--- src/rtl/sclkdiv_pkg.sv ---
package sclkdiv_pkg;
  localparam int IDX_W      = 5;
  localparam int CNT_W      = 11;
  localparam int NARROW_CAP = 16;
  localparam int WIDE_CAP   = 18;
  localparam int P2_W       = 3;

  // Ratio ladder: position 1 is the odd step, positions from 2 alternate
  // base 4 and base 6, doubling every two positions.
  function automatic int table_ratio(input int pos);
    int step;
    if (pos == 1) return 3;
    if (pos < 2) return 4;
    step = pos - 2;
    return ((step % 2) != 0 ? 6 : 4) << (step / 2);
  endfunction
endpackage

--- src/rtl/sclkdiv_ratio.sv ---
module sclkdiv_ratio #(
  parameter int IDX_W      = sclkdiv_pkg::IDX_W,
  parameter int CNT_W      = sclkdiv_pkg::CNT_W,
  parameter int NARROW_CAP = sclkdiv_pkg::NARROW_CAP,
  parameter int WIDE_CAP   = sclkdiv_pkg::WIDE_CAP,
  parameter int P2_W       = sclkdiv_pkg::P2_W
) (
  input  logic [IDX_W-1:0] idx,
  input  logic             pow2_sel,
  input  logic             wide_cap,
  input  logic             div3_allow,
  output logic [CNT_W-1:0] ratio
);
  localparam int ENTRIES = 2 ** IDX_W;
  localparam logic [IDX_W-1:0] CAP_LO   = IDX_W'(NARROW_CAP);
  localparam logic [IDX_W-1:0] CAP_HI   = IDX_W'(WIDE_CAP);
  localparam logic [IDX_W-1:0] POS_ODD  = IDX_W'(1);
  localparam logic [IDX_W-1:0] POS_BASE = IDX_W'(2);
  localparam logic [CNT_W-1:0] P2_BASE  = CNT_W'(4);

  logic [CNT_W-1:0] tbl [ENTRIES];

  for (genvar g = 0; g < ENTRIES; g++) begin : g_tbl
    assign tbl[g] = CNT_W'(sclkdiv_pkg::table_ratio(g));
  end

  logic [IDX_W-1:0] cap;
  logic [IDX_W-1:0] pos;

  always_comb begin
    cap = wide_cap ? CAP_HI : CAP_LO;
    pos = (idx > cap) ? cap : idx;
    if (pos == '0 || (pos == POS_ODD && !div3_allow))
      pos = POS_BASE;
  end

  assign ratio = pow2_sel ? (P2_BASE << idx[P2_W-1:0]) : tbl[pos];
endmodule

--- src/rtl/sclkdiv_phase.sv ---
module sclkdiv_phase #(
  parameter int CNT_W = sclkdiv_pkg::CNT_W
) (
  input  logic             clk,
  input  logic             rst_n,
  input  logic             en,
  input  logic             cpol,
  input  logic [CNT_W-1:0] ratio,
  output logic             sclk,
  output logic             sample_stb,
  output logic             shift_stb
);
  logic [CNT_W-1:0] cnt;
  logic [CNT_W-1:0] ratio_q;
  logic [CNT_W-1:0] lead_q;
  logic             pol_q;
  logic             running;
  logic [CNT_W-1:0] cnt_nxt;
  logic [CNT_W-1:0] lead_new;
  logic             at_end;

  assign cnt_nxt  = cnt + 1'b1;
  assign lead_new = ratio - (ratio >> 1);
  assign at_end   = (cnt_nxt == ratio_q);

  always_ff @(posedge clk) begin
    if (!rst_n) begin
      cnt        <= '0;
      ratio_q    <= '0;
      lead_q     <= '0;
      pol_q      <= 1'b0;
      running    <= 1'b0;
      sclk       <= 1'b0;
      sample_stb <= 1'b0;
      shift_stb  <= 1'b0;
    end else if (!en) begin
      cnt        <= '0;
      running    <= 1'b0;
      sclk       <= cpol;
      sample_stb <= 1'b0;
      shift_stb  <= 1'b0;
    end else if (!running || at_end) begin
      cnt        <= '0;
      ratio_q    <= ratio;
      lead_q     <= lead_new;
      pol_q      <= cpol;
      running    <= 1'b1;
      sclk       <= ~cpol;
      sample_stb <= 1'b1;
      shift_stb  <= 1'b0;
    end else begin
      cnt        <= cnt_nxt;
      sample_stb <= 1'b0;
      shift_stb  <= (cnt_nxt == lead_q);
      if (cnt_nxt == lead_q)
        sclk <= pol_q;
    end
  end
endmodule

--- src/rtl/sclk_ratio_gen.sv ---
module sclk_ratio_gen #(
  parameter int IDX_W      = sclkdiv_pkg::IDX_W,
  parameter int CNT_W      = sclkdiv_pkg::CNT_W,
  parameter int NARROW_CAP = sclkdiv_pkg::NARROW_CAP,
  parameter int WIDE_CAP   = sclkdiv_pkg::WIDE_CAP,
  parameter int P2_W       = sclkdiv_pkg::P2_W
) (
  input  logic             clk,
  input  logic             rst_n,
  input  logic             en,
  input  logic [IDX_W-1:0] idx,
  input  logic             pow2_sel,
  input  logic             wide_cap,
  input  logic             div3_allow,
  input  logic             cpol,
  output logic             sclk,
  output logic             sample_stb,
  output logic             shift_stb
);
  logic [CNT_W-1:0] ratio;

  sclkdiv_ratio #(
    .IDX_W(IDX_W), .CNT_W(CNT_W), .NARROW_CAP(NARROW_CAP),
    .WIDE_CAP(WIDE_CAP), .P2_W(P2_W)
  ) u_ratio (
    .idx(idx), .pow2_sel(pow2_sel), .wide_cap(wide_cap),
    .div3_allow(div3_allow), .ratio(ratio)
  );

  sclkdiv_phase #(.CNT_W(CNT_W)) u_phase (
    .clk(clk), .rst_n(rst_n), .en(en), .cpol(cpol), .ratio(ratio),
    .sclk(sclk), .sample_stb(sample_stb), .shift_stb(shift_stb)
  );
endmodule

--- config.mk ---
export PLATFORM = sky130hd
export DESIGN_NAME = sclk_ratio_gen
export DESIGN_NICKNAME = d
export VERILOG_FILES = /design/src/rtl/sclkdiv_pkg.sv /design/src/rtl/sclkdiv_ratio.sv /design/src/rtl/sclkdiv_phase.sv /design/src/rtl/sclk_ratio_gen.sv
export SDC_FILE = /design/constraint.sdc
export NUM_CORES = 1
export LEC_CHECK = 0
export BUFFER_PORTS_ARGS = -buffer_cell sky130_fd_sc_hd__buf_2
export CORE_ASPECT_RATIO = 0.9
export CORE_MARGIN = 2
export CORE_UTILIZATION = 50
export CTS_CLUSTER_DIAMETER = 150
export DETAILED_ROUTE_END_ITERATION = 8
export PLACE_DENSITY = 0.67
export SYNTH_ARGS = -nofsm -noshare
export SYNTH_HDL_FRONTEND = slang
export SYNTH_HIERARCHICAL = 1
export SYNTH_SLANG_ARGS = --single-unit
--- constraint.sdc ---
create_clock -name clk -period 8.2 [get_ports clk]
set_input_delay 1.23 -clock clk [delete_from_list [all_inputs] [get_ports clk]]
set_output_delay 1.23 -clock clk [all_outputs]
set_load 0.02 [all_outputs]
-- Word level (Yosys, flattened, before mapping)
Memory sizes are Yosys's and may differ from the RTL's.
Index checks and enable logic that the tools add are counted.
- add/sub/neg operators: 2
- order comparisons: 2
- equality and inequality tests: 4
- shift-type cells: 1
- multiplexer cells: 10
- bitwise operators: 4
- reductions and logical operators: 9
- operators by type and width (kind ; number):
    two-way mux 11 bit ; 3
    equality test 11 bit ; 2
    adder 11 x 1 -> 11 bit, second input constant ; 1
    left shift 3 x 3 -> 11 bit, first input constant ; 1
    subtractor 11 x 10 -> 11 bit ; 1
    two-way mux 5 bit ; 2
    greater-or-equal comparator 6 bit, second input constant ; 1
    inverter 5 -> 6 bit ; 1
    equality test 5 x 1 -> 1 bit, second input constant ; 1
    greater-than comparator 5 bit ; 1
    logical NOT 5 bit ; 1
    two-way mux 1 bit ; 4
    AND reduction 2 bit ; 2
    != test 3 x 1 -> 1 bit, second input constant ; 1
    inverter 1 bit ; 3
    OR reduction 3 bit ; 1
    logical NOT 1 bit ; 2
    logical OR 1 bit ; 2
    two-way mux 2 bit ; 1
    logical AND 1 bit ; 1
- register bits after elaboration: 38
- bits in read-only memories: 352
- input port bits: 12
- output and inout port bits: 3
- logic and storage cells: 41
- memories kept: 1
- memory list (name ; words ; bits a word ; read ports ; clocked after memory_dff ; wr ports ; line ; RTL):
    (no name shown) ; 32 ; 11 ; 1 ; 0 ; 0 ; sclkdiv_ratio.sv:37 ; assign ratio = pow2_sel ? (P2_BASE << idx[P2_W-1:0]) : tbl[pos];

-- Depth between registers and ports, before layout
Gate-level depths: netlist of the first run.
- depth after elaboration: 13
- mapped depth: 17
- gate-level depth less buffers: 17

-- By module
Netlist of the first run, hierarchy kept.
- by module, submodules not included (module ; times used ; cells each ; area each (µm²) ; seq. area each (µm²)):
    sclkdiv_phase ; 1 ; 277 ; 2386.0 ; 760.7
    sclkdiv_ratio ; 1 ; 56 ; 329.1 ; 0.0

-- Worst setup path after synthesis of the first run
Ideal clock, no wire load.
- kind: in2reg
- from: input idx[1]
- to: register u_phase.lead_q[10]
- setup time: 0.091 ns
- arrival: 4.366 ns
- required time: 8.109 ns
- path slack: 3.743 ns
- cell stages on the path: 15
- buffers on the path: 0
- path through: inv_1 ha_1 nor2b_1 o31ai_2 mux2_4 o31a_1 ha_1 nor2b_1 o21ai_0 a21boi_0 o21ai_0 a211oi_1 o21a_1 or3_1 a311oi_1
- cells in the longest elaborated chain, start to end: 12
- elaborated cells between the ends (all ways): 14
- classes of those cells: add/sub: 1; order compare: 1; eq/ne: 1; shift: 1; mux: 5; bitwise: 1; reduce/logical: 3; memory: 1
- RTL lines (what ; line ; RTL):
    start, declared ; sclk_ratio_gen.sv:11 ; input logic [IDX_W-1:0] idx,
    greater-than comparator 5 bit ; sclkdiv_ratio.sv:32 ; pos = (idx > cap) ? cap : idx;
    two-way mux 5 bit ; sclkdiv_ratio.sv:32 ;
    equality test 5 x 1 -> 1 bit ; sclkdiv_ratio.sv:33 ; if (pos == '0 || (pos == POS_ODD && !div3_allow))
    logical AND 1 bit ; sclkdiv_ratio.sv:33 ;
    logical OR 1 bit ; sclkdiv_ratio.sv:33 ;
    two-way mux 5 bit ; sclkdiv_ratio.sv:33 ;
    inverter 5 -> 6 bit (implied by the code) ; sclkdiv_ratio.sv:37 ;
    memory read (32 x 11 bit) ; -- ;
    two-way mux 11 bit (implied by the code) (2 in series) ; sclkdiv_ratio.sv:37 ;
    two-way mux 11 bit (*) ; sclkdiv_ratio.sv:37 ;
    named net ratio[2] ; sclk_ratio_gen.sv:20 ; logic [CNT_W-1:0] ratio;
    subtractor 11 x 10 -> 11 bit (*) ; sclkdiv_phase.sv:23 ; assign lead_new = ratio - (ratio >> 1);
    end signal, assigned ; sclkdiv_phase.sv:45 ; lead_q <= lead_new;
    end, declared ; sclkdiv_phase.sv:15 ; logic [CNT_W-1:0] lead_q;
Mark *: on every way through the listed nets, which the timed path passes. The rest lies on a longest branch. The select of a mux whose other input is x is not followed.
A chain may end at the register's enable or synchronous reset.

-- Final worst setup path of the first run
Ends and elaborated chain as after synthesis.

==> results of run 1 <==
sequential cells by signal, indices dropped and copies added (netlist names):
register / count
u_phase/cnt: 11
u_phase/lead_q: 11
u_phase/pol_q: 1
u_phase/ratio_q: 11
u_phase/running: 1
u_phase/sample_stb: 1
u_phase/sclk: 1
u_phase/shift_stb: 1
placed cells by master, fill, tap and decap left out, types with 2 or more instances in the layout:
| cell | n |
|---|---|
| xnor3_1 | 4 |
| nor2b_1 | 7 |
| nand3b_1 | 2 |
| a21boi_0 | 3 |
| nand2b_1 | 3 |
| dfxtp_1 | 38 |
| a21oi_1 | 23 |
| and2_1 | 3 |
| xnor2_1 | 19 |
| nor2_1 | 40 |
| nand3_1 | 16 |
| a211oi_1 | 4 |
| clkbuf_8 | 6 |
| and3_1 | 3 |
| a311oi_1 | 2 |
| nand2_1 | 27 |
| buf_2 | 14 |
| o21a_1 | 3 |
| o21ai_0 | 13 |
| a22o_1 | 2 |
| o211ai_1 | 4 |
| nand4_1 | 3 |
| nor3_1 | 10 |
| or3_1 | 4 |
| inv_1 | 20 |
| inv_2 | 2 |
| o31a_1 | 2 |
| ha_1 | 12 |
| xor2_1 | 7 |
| and4_1 | 3 |
| mux2i_1 | 12 |
| nor3b_1 | 2 |
| bufinv_16 | 2 |
critical path, stage by stage:
cell and delay (ns):
buf_2 0.16, inv_1 0.11, ha_1 0.29, nor2b_1 0.14, o31ai_2 0.23, mux2_4 0.37
o31a_1 0.37, ha_1 0.35, nor2b_1 0.14, o21ai_0 0.21, a21boi_0 0.15, o21ai_0 0.27
a211oi_1 0.12, o21a_1 0.19, or3_1 0.32, a311oi_1 0.30
area by class of cell:
class,instances,area share (%)
Sequential cell,38,25.75
Inverter,22,2.795
Timing Repair Buffer,15,2.626
Clock inverter,2,2.033
Multi-Input combinational cell,259,61.16
Clock buffer,6,2.795
Tap cell,67,2.838
metal layers:
layer  track usage [%]  up-vias  wire [microns]  share of wire, %
met2             32.33       37            2752                46
met3             3.808        4             196               3.3
li1                  -     1182               -                 -
met4             6.111        0              28              0.47
met1             31.40     1074            2973                50
met5                 0        -               0                 0
logic make-up after synthesis:
family          count (synthesis)  synth area share (%)
compound gates                 72                 18.20
simple gates                  129                 23.50
buf+inv                        36                 5.438
fa+ha+maj                      13                 6.267
xor+xnor                       32                 13.59
mux                            13                 4.977
flops                          38                 28.02
synth_stat cells (4+ instances only):
library cell | instances | area share, %
clkbuf_1 | 9 | 1.2
mux2i_1 | 12 | 4.4
nor2_1 | 40 | 5.5
buf_2 | 4 | 0.74
nand3_1 | 16 | 2.9
o21ai_0 | 13 | 2.4
xnor2_1 | 19 | 6.1
dfxtp_1 | 38 | 28
or3_1 | 4 | 0.92
ha_1 | 12 | 5.5
inv_1 | 20 | 2.8
xor2_1 | 7 | 2.3
a21oi_1 | 23 | 4.2
xnor3_1 | 4 | 3.3
nor2b_1 | 7 | 1.6
nand2_1 | 27 | 3.7
o211ai_1 | 4 | 1.1
nor3_1 | 10 | 1.8
a211oi_1 | 4 | 1.1
worst max-delay path by stage:
stage	cells after the start	slack, ns	endpoint	start
after floorplan	15	3.74	u_phase/lead_q[10]$_SDFFE_PN0P_	idx[1]
after global placement	16	3.36	u_phase/lead_q[10]$_SDFFE_PN0P_	idx[1]
after detailed placement	16	3.17	u_phase/lead_q[10]$_SDFFE_PN0P_	idx[1]
after CTS	16	3.47	u_phase/lead_q[10]$_SDFFE_PN0P_	idx[1]
after global routing	18	3.18	u_phase/lead_q[10]$_SDFFE_PN0P_	idx[1]
final	16	3.45	u_phase/lead_q[10]$_SDFFE_PN0P_	idx[1]
where the power goes:
group	internal, W	switching [W]	total (W)
registers	0.000193	0.00000692	0.000200
clock network	0.000130	0.0000661	0.000196
logic	0.0000480	0.0000566	0.000105
through the flow:
stage / hold WS [ns] / total power, W / area, sq um / std cells / worst slack, ns
2_1_floorplan: 0.4324 / 0.0002860 / 2715 / 333 / 3.743
4_1_cts: 0.4718 / 0.0005047 / 2954 / 409 / 3.473
6_report: 0.4685 / 0.0005008 / 2954 / 409 / 3.449
3_5_place_dp: 0.4612 / 0.0003086 / 2811 / 401 / 3.174
5_1_grt: 0.5107 / 0.0005259 / 2954 / 409 / 3.177
3_3_place_gp: 0.4608 / 0.0003066 / 2811 / 401 / 3.361
==> metrics.cfg, run 1 <==
[outcome]
status = completed

[die]
die_area_sq_mm = 0.006037
rows = 25
io_pins = 15
start_util_pct = 51.67
core_area_sq_mm = 0.005255
fp.dieH_microns = 73.91
die_x_microns = 81.68

[final_layout]
post-route-util_pct = 56.21
antenna_cells = 0
ff_latch_area_sq_um = 760.7
drive_above_1_share_pct = 10.23
nFillCells = 489
multi_input_area_sq_mm = 0.001807
area_delta_synth_final_pct = 8.802
fin_nets = 366

[grt]
grt_overflow = 0
antenna_found_initial = 0
grt_pass1_vias = 2078
grt_max_degree = 26
grt_pass1_wl_microns = 9963
grt_use_total_pct = 21.44

[yosys]
ys_types = 59
seq_area_frac_synth_pct = 28.02
synth_edf_count = 0
synth_top_flop_cell = dfxtp_1
async_reset_ff_share_pct = 0
synth_area_per_cell_sq_um = 8.153
yosys_warnings = 6
syn_area_sq_mm = 0.002715
synth_seq_cells = 38
syn_nets = 358
syn_inst = 333

[clock_network]
hold_buffers = 0
clk_pin_slew_ns = 0.08
clk_path_buf_depth = 2
cts_root_buf = clkbuf_8
post-cts-setup-buffer-count = 0
cts_sinks = 38
cts_max_level = 2
clock_latency_ns = 0.29
numCtsBuffers = 5
cts_tree = built
post_cts_resized = 0

[placed_design]
post-dp-hpwl_microns = 4548
place_congestion = 0.9025
io_buffers = 14

[worst_hold_path]
min_path_type = reg -> reg
hold_path_depth = 2
hp-start = u_phase/ratio_q[5]$_SDFFE_PN0P_
worstHoldEndpoint = u_phase/ratio_q[5]$_SDFFE_PN0P_

[setup_path]
cp.required_ns = 8.39
cp_max_fo = 8
rr_worst_depth = 10
r2r_slack_ns = 5.04
worstPathArrival_ns = 4.94
critical_path.startpoint_type = input pin
critical_path_class = in -> reg
r2r-start = u_phase/cnt[0]$_SDFF_PP0_
rr_endpoint = u_phase/lead_q[9]$_SDFFE_PN0P_
end_kind = register

[timing]
period_needed_ns = 4.751
finalCritPeriodShare_pct = 57.94
setup_violations = 0
clock.fmax_mhz = 210.5
rsz0062_at_grt = false
hold_viol = 0
worstMarginPinSlew_ns = 1.135
skew_ns = 0.006077
final_max_slew_viol_count = 0
fin_setup_tns_ns = 0
maxSlewHeadroom_pct = 22.35

[drt]
drt_iter0_markers = 132
ant_nets = 0
dr.pass1.iters = 4
vias = 2297
drc = 0
finalWirelength_microns = 5950
post_drt_wl_per_cell_microns = 14.55
avgViaCountPerCell = 5.616

[flow_run]
drv_cap = 0

[power]
vdd_ir_drop_max_mv = 0.1065
p_leak_nw = 1.136
powerDensity_mw_per_mm2 = 169.5

(Power assumes the default switching activity.)
==> inputs of run 2 (changes only) <==
- clock period: 8.2 -> 4.8 ns (I/O delays scaled with it)
==> run 2 against run 1 <==
Compared with the run above:
- register-to-register slack lost 3.5 ns
- via count up 1.3%
- core utilization fell by 0.76 points
- die area unchanged
- clock power increased by 17%
- final cell count up 0.24%
- first-iteration DRC count increased by 27%
- hold slack gained 0.0079 ns
- critical path depth stayed put
- total power rose by 50%
- largest cell class unchanged
==> metrics.cfg, run 2 (synthesis gave the netlist of run 1 again) <==
[outcome]
status = completed

[timing]
period_needed_ns = 4.183
setup_violations = 0  ; unchanged
worstMarginPinSlew_ns = 0.7398  ; -0.3956 ns
whs_ns = 0.4764  ; +0.007935 ns
clock.fmax_mhz = 239.0
skew_ns = 0.005699  ; -0.0003777 ns
maxSlewHeadroom_pct = 50.62  ; +28 points
layout_setup_ws_ns = 0.6167  ; -2.832 ns
fin_setup_tns_ns = 0  ; unchanged
rsz0062_at_grt = false
finalCritPeriodShare_pct = 87.15
hold_viol = 0  ; unchanged
final_max_slew_viol_count = 0  ; unchanged

[setup_path]
cp.required_ns = 5.00  ; -3.39 ns
end_kind = register
rr_worst_depth = 9  ; -1
rr_endpoint = u_phase/lead_q[9]$_SDFFE_PN0P_
cp_max_fo = 8  ; unchanged
r2r-start = u_phase/cnt[0]$_SDFF_PP0_
r2r_slack_ns = 1.50  ; -3.54 ns
worstPathArrival_ns = 4.38  ; -0.56 ns
critical_path_class = in -> reg
critical_path.startpoint_type = input pin
cp_slowest_cell = o31a_1
startpoint = idx[1]
cp_slowest_stage_delay_ns = 0.37  ; about the same
crit_chain = buf_2 > inv_1 > ha_1 > nor2b_1 > o31ai_2 > mux2_4 > o31a_1 > ha_1 > nor2b_1 > o21ai_0 > a21boi_0 > o21ai_0 > a211oi_1 > o21a_1 > or3_1 > a311oi_1

[clock_network]
post_cts_resized = 0  ; unchanged
clk_path_buf_depth = 2  ; unchanged
cts_tree = built
numCtsBuffers = 5  ; unchanged
post-cts-setup-buffer-count = 0  ; unchanged
cts_max_level = 2  ; unchanged
hold_buffers = 0  ; unchanged
cts_root_buf = clkbuf_8
clock_latency_ns = 0.29  ; about the same
clk_pin_slew_ns = 0.08  ; about the same
cts_sinks = 38  ; unchanged

[grt]
grt_overflow = 0  ; unchanged
antenna_found_initial = 0  ; unchanged
grt_use_total_pct = 21.15  ; -0.29 points
grt_max_degree = 26  ; unchanged
grt_pass1_wl_microns = 9798  ; -1.7%
grt_pass1_vias = 2105  ; +1.3%

[worst_hold_path]
worstHoldEndpoint = u_phase/ratio_q[4]$_SDFFE_PN0P_
hp-start = u_phase/ratio_q[4]$_SDFFE_PN0P_
hold_path_depth = 2  ; unchanged
min_path_type = reg -> reg

[final_layout]
antenna_cells = 0  ; unchanged
drive_above_1_share_pct = 10.50  ; +0.26 points
area_delta_synth_final_pct = 7.327
mostFrequentLayoutCell = nor2_1
mostFrequentLayoutCells = nor2_1, dfxtp_1, nand2_1
reg_top3 = u_phase/cnt x11, u_phase/lead_q x11, u_phase/ratio_q x11
fin_nets = 367  ; +0.27%

[die]
die_area_sq_mm = 0.006037  ; unchanged
start_util_pct = 51.67  ; unchanged
core_area_sq_mm = 0.005255  ; unchanged
die_x_microns = 81.68  ; unchanged
io_pins = 15  ; unchanged
fp.dieH_microns = 73.91  ; unchanged
rows = 25  ; unchanged

[drt]
drc = 0  ; unchanged
ant_nets = 0  ; unchanged
avgViaCountPerCell = 5.673  ; +1.0%
finalWirelength_microns = 6015  ; +1.1%
vias = 2326  ; +1.3%
drt_iter0_markers = 168  ; +27%
dr.pass1.iters = 4  ; unchanged
post_drt_wl_per_cell_microns = 14.67  ; +0.85%

[placed_design]
place_congestion = 0.8838  ; -2.1%
post-dp-hpwl_microns = 4635  ; +1.9%
preCtsSetupSlack_ns = 0.3288  ; -2.846 ns
io_buffers = 14  ; unchanged

[power]
power_frac_clock_pct = 30.5  ; -8.6 points
vdd_ir_drop_max_mv = 0.1399  ; +31%
pwr-share-comb_pct = 23.9  ; +3.0 points
switching_share_pct = 29.74  ; +3.9 points
p_leak_nw = 1.117  ; -1.7%
pwr-share-seq_pct = 45.6  ; +5.6 points
power.switching_w = 0.0002236  ; +73%
powerDensity_mw_per_mm2 = 258.1  ; +52%
internal_power_w = 0.0005284  ; +42%

[flow_run]
drv_cap = 0  ; unchanged

==> run 2: cell count changes in the layout (fill, tap and decap cells not counted) <==
cell / change
clkinv_2: +1
clkinvlp_4: +1
bufinv_16: -2
buf_4: +1
==> run 2: critical path, delay by kind of cell <==
| kind | cells | cell delay, ns |
|---|---|---|
| compound gates | 8 | 1.79 |
| fa+ha+maj | 2 | 0.65 |
| buf+inv | 2 | 0.27 |
| mux | 1 | 0.36 |
| simple gates | 3 | 0.58 |
==> run 2: how the worst max path moves through the flow <==
stage,slack [ns],endpoint,depth (start not counted)
after global placement,0.46,u_phase/lead_q[10]$_SDFFE_PN0P_,16
after CTS,0.63,u_phase/lead_q[10]$_SDFFE_PN0P_,16
final,0.62,u_phase/lead_q[10]$_SDFFE_PN0P_,16
after global routing,0.26,u_phase/lead_q[10]$_SDFFE_PN0P_,18
after floorplan,0.85,u_phase/lead_q[10]$_SDFFE_PN0P_,15
after detailed placement,0.33,u_phase/lead_q[10]$_SDFFE_PN0P_,16
==> run 2: per-layer routing <==
layer	GRT usage [%]	routed length (microns)	vias up
li1	-	-	1187
met1	29.38	2938	1083
met2	33.79	2721	47
met3	4.300	287	9
met4	5.370	68	0
met5	0	0	-
==> run 2: stage by stage <==
stage	instances	util [%]	total power [W]	instance area [sq um]
global placement	402	53.64	0.0005246	2819
finish	410	55.45	0.0007521	2914
detailed placement	402	53.64	0.0005285	2819
floorplan	333	-	0.0004885	2715
global route	410	55.45	0.0007918	2914
CTS	410	55.45	0.0007577	2914
==> run 2: cell type report <==
cell class,instances,area (sq um)
clock buffer,6,82.58
clock inverter,2,12.51
fill,498,2341
inverter,22,82.58
multi-input combinational,259,1807
sequential,38,760.7
tap,67,83.83
timing repair buffer,16,85.08
==> run 2: power by group through the flow <==
stage               registers (W)  logic [W]  clock network [W]
CTS                      0.000343   0.000180           0.000235
finish                   0.000343   0.000179           0.000230
global placement         0.000350   0.000175                  0
floorplan                0.000347   0.000142                  0
global route             0.000345   0.000200           0.000248
detailed placement       0.000350   0.000178                  0
==> inputs of run 3 (changes only) <==
- RECOVER_POWER: unset -> 25
==> run 3 against run 2 <==
Compared with the run above:
- critical endpoint is now u_phase/lead_q[9]$_SDFFE_PN0P_
- wire length up 0.28%
- critical path type is now reg -> reg
- largest power group unchanged
- sequential power is essentially flat
- global-route usage did not move
==> metrics.cfg, run 3 (synthesis gave the netlist of run 1 again) <==
[setup_path]
cp.required_ns = 5.02  ; +0.02 ns
rr_endpoint = u_phase/lead_q[9]$_SDFFE_PN0P_
critical_path.startpoint_type = register
startpoint = u_phase/cnt[0]$_SDFF_PP0_
end_kind = register
critical_path_class = reg -> reg
r2r_slack_ns = 0.51  ; -0.99 ns
rr_worst_depth = 9  ; unchanged
worstSetupEndpoint = u_phase/lead_q[9]$_SDFFE_PN0P_
cp_max_fo = 22  ; +14
worstPathArrival_ns = 4.51  ; +0.13 ns
r2r-start = u_phase/cnt[0]$_SDFF_PP0_

[power]
powerDensity_mw_per_mm2 = 259.8  ; +0.66%
vdd_ir_drop_max_mv = 0.1395  ; -0.29%
p_leak_nw = 1.093  ; -2.2%

[flow_run]
drv_cap = 0  ; unchanged

[timing]
rsz0062_at_grt = false
maxSlewHeadroom_pct = 3.962  ; -47 points
clock.fmax_mhz = 233.2  ; -2.5%
fin_setup_tns_ns = 0  ; unchanged
hold_viol = 0  ; unchanged
period_needed_ns = 4.289  ; +0.1054 ns
setup_violations = 0  ; unchanged
final_max_slew_viol_count = 0  ; unchanged
worstMarginPinSlew_ns = 1.422  ; +0.6821 ns
skew_ns = 0.005436  ; -0.0002636 ns
layout_setup_ws_ns = 0.5113  ; -0.1054 ns
finalCritPeriodShare_pct = 89.35  ; +2.2 points

[clock_network]
clk_pin_slew_ns = 0.08  ; about the same
clock_latency_ns = 0.29  ; about the same
cts_max_level = 2  ; unchanged
clk_path_buf_depth = 2  ; unchanged
cts_tree = built
cts_root_buf = clkbuf_8
hold_buffers = 0  ; unchanged
post-cts-setup-buffer-count = 0  ; unchanged
post_cts_resized = 0  ; unchanged
numCtsBuffers = 5  ; unchanged
cts_sinks = 38  ; unchanged

[final_layout]
stdcell_count = 410  ; unchanged
antenna_cells = 0  ; unchanged
drive_above_1_share_pct = 8.746  ; -1.7 points
final_cell_area_sq_mm = 0.002888  ; -0.90%
mostFrequentLayoutCells = nor2_1, dfxtp_1, nand2_1
nFillCells = 504  ; +1.2%
mostFrequentLayoutCell = nor2_1
reg_top3 = u_phase/cnt x11, u_phase/lead_q x11, u_phase/ratio_q x11
area_delta_synth_final_pct = 6.359
fin_nets = 367  ; unchanged

[die]
fp.dieH_microns = 73.91  ; unchanged
rows = 25  ; unchanged
die_x_microns = 81.68  ; unchanged
start_util_pct = 51.67  ; unchanged
die_area_sq_mm = 0.006037  ; unchanged
core_area_sq_mm = 0.005255  ; unchanged
io_pins = 15  ; unchanged

[placed_design]
io_buffers = 14  ; unchanged
place_area_sq_mm = 0.002819  ; unchanged
preCtsSetupSlack_ns = 0.3288  ; unchanged
post-dp-hpwl_microns = 4635  ; unchanged
place_congestion = 0.8838  ; unchanged
placedCellCount = 402  ; unchanged

[grt]
grt_pass1_wl_microns = 9798  ; unchanged
grt_overflow = 0  ; unchanged
antenna_found_initial = 0  ; unchanged
grt_pass1_vias = 2105  ; unchanged
grt_max_degree = 26  ; unchanged
grt_use_total_pct = 21.15  ; unchanged

[worst_hold_path]
min_path_type = reg -> reg

[drt]
vias = 2327  ; +0.043%
ant_nets = 0  ; unchanged
avgViaCountPerCell = 5.676  ; about the same
drt_iter0_markers = 154  ; -8.3%
dr.pass1.iters = 5  ; +1
post_drt_wl_per_cell_microns = 14.71  ; +0.28%
drc = 0  ; unchanged
finalWirelength_microns = 6032  ; +0.28%

[outcome]
status = completed

## run 3: worst min path at each step
stage	to	from	slack (ns)	cells after the start
3_3_place_gp	u_phase/ratio_q[5]$_SDFFE_PN0P_	u_phase/ratio_q[5]$_SDFFE_PN0P_	0.46	2
4_1_cts	u_phase/ratio_q[1]$_SDFFE_PN0P_	u_phase/ratio_q[1]$_SDFFE_PN0P_	0.48	2
5_1_grt	u_phase/ratio_q[1]$_SDFFE_PN0P_	u_phase/ratio_q[1]$_SDFFE_PN0P_	0.50	2
2_1_floorplan	u_phase/lead_q[9]$_SDFFE_PN0P_	u_phase/lead_q[9]$_SDFFE_PN0P_	0.43	2
6_report	u_phase/ratio_q[4]$_SDFFE_PN0P_	u_phase/ratio_q[4]$_SDFFE_PN0P_	0.48	2
3_5_place_dp	u_phase/ratio_q[2]$_SDFFE_PN0P_	u_phase/ratio_q[2]$_SDFFE_PN0P_	0.47	2
## run 3: final cells by class
type                            count  area (sq um)  area share (%)
Sequential cell                    38         760.7           26.34
Inverter                           22         82.58           2.860
Clock buffer                        6         82.58           2.860
Tap cell                           67         83.83           2.903
Clock inverter                      2         12.51          0.4333
Timing Repair Buffer               16         80.08           2.773
Multi-Input combinational cell    259          1785           61.83
## run 3: power by group
group / internal [W] / leakage [nW] / total, W / switching (W)
combinational: 0.0000814 / 0.736 / 0.000178 / 0.0000962
clock: 0.000115 / 0.0472 / 0.000230 / 0.000114
sequential: 0.000330 / 0.309 / 0.000343 / 0.0000123
total: 0.000527 / 1.09 / 0.000750 / 0.000223
## run 3: stage by stage
| step | power, W | hold WS [ns] | util [%] |
|---|---|---|---|
| after global routing | 0.0007897 | 0.4992 | 54.95 |
| after floorplan | 0.0004885 | 0.4324 | - |
| after detailed placement | 0.0005285 | 0.4654 | 53.64 |
| after CTS | 0.0007577 | 0.4765 | 55.45 |
| final | 0.0007502 | 0.4764 | 54.95 |
| after global placement | 0.0005246 | 0.4638 | 53.64 |
## run 3: worst max-delay path, stage by stage, from the launching register on
cell and delay (ns):
dfxtp_1 0.51, ha_1 0.33, xor2_1 0.16, a311oi_1 0.23, o311ai_0 0.16, or4_2 0.57
o41ai_1 1.14, nand2_2 0.63, o21bai_1 0.34, a21oi_1 0.13
## run 3: per-layer routing
metal	up-vias	share of wire, %	GRT usage, %
met2	39	45	33.79
li1	1187	-	-
met1	1092	49	29.38
met4	0	1.1	5.370
met3	9	4.1	4.300
met5	-	0	0
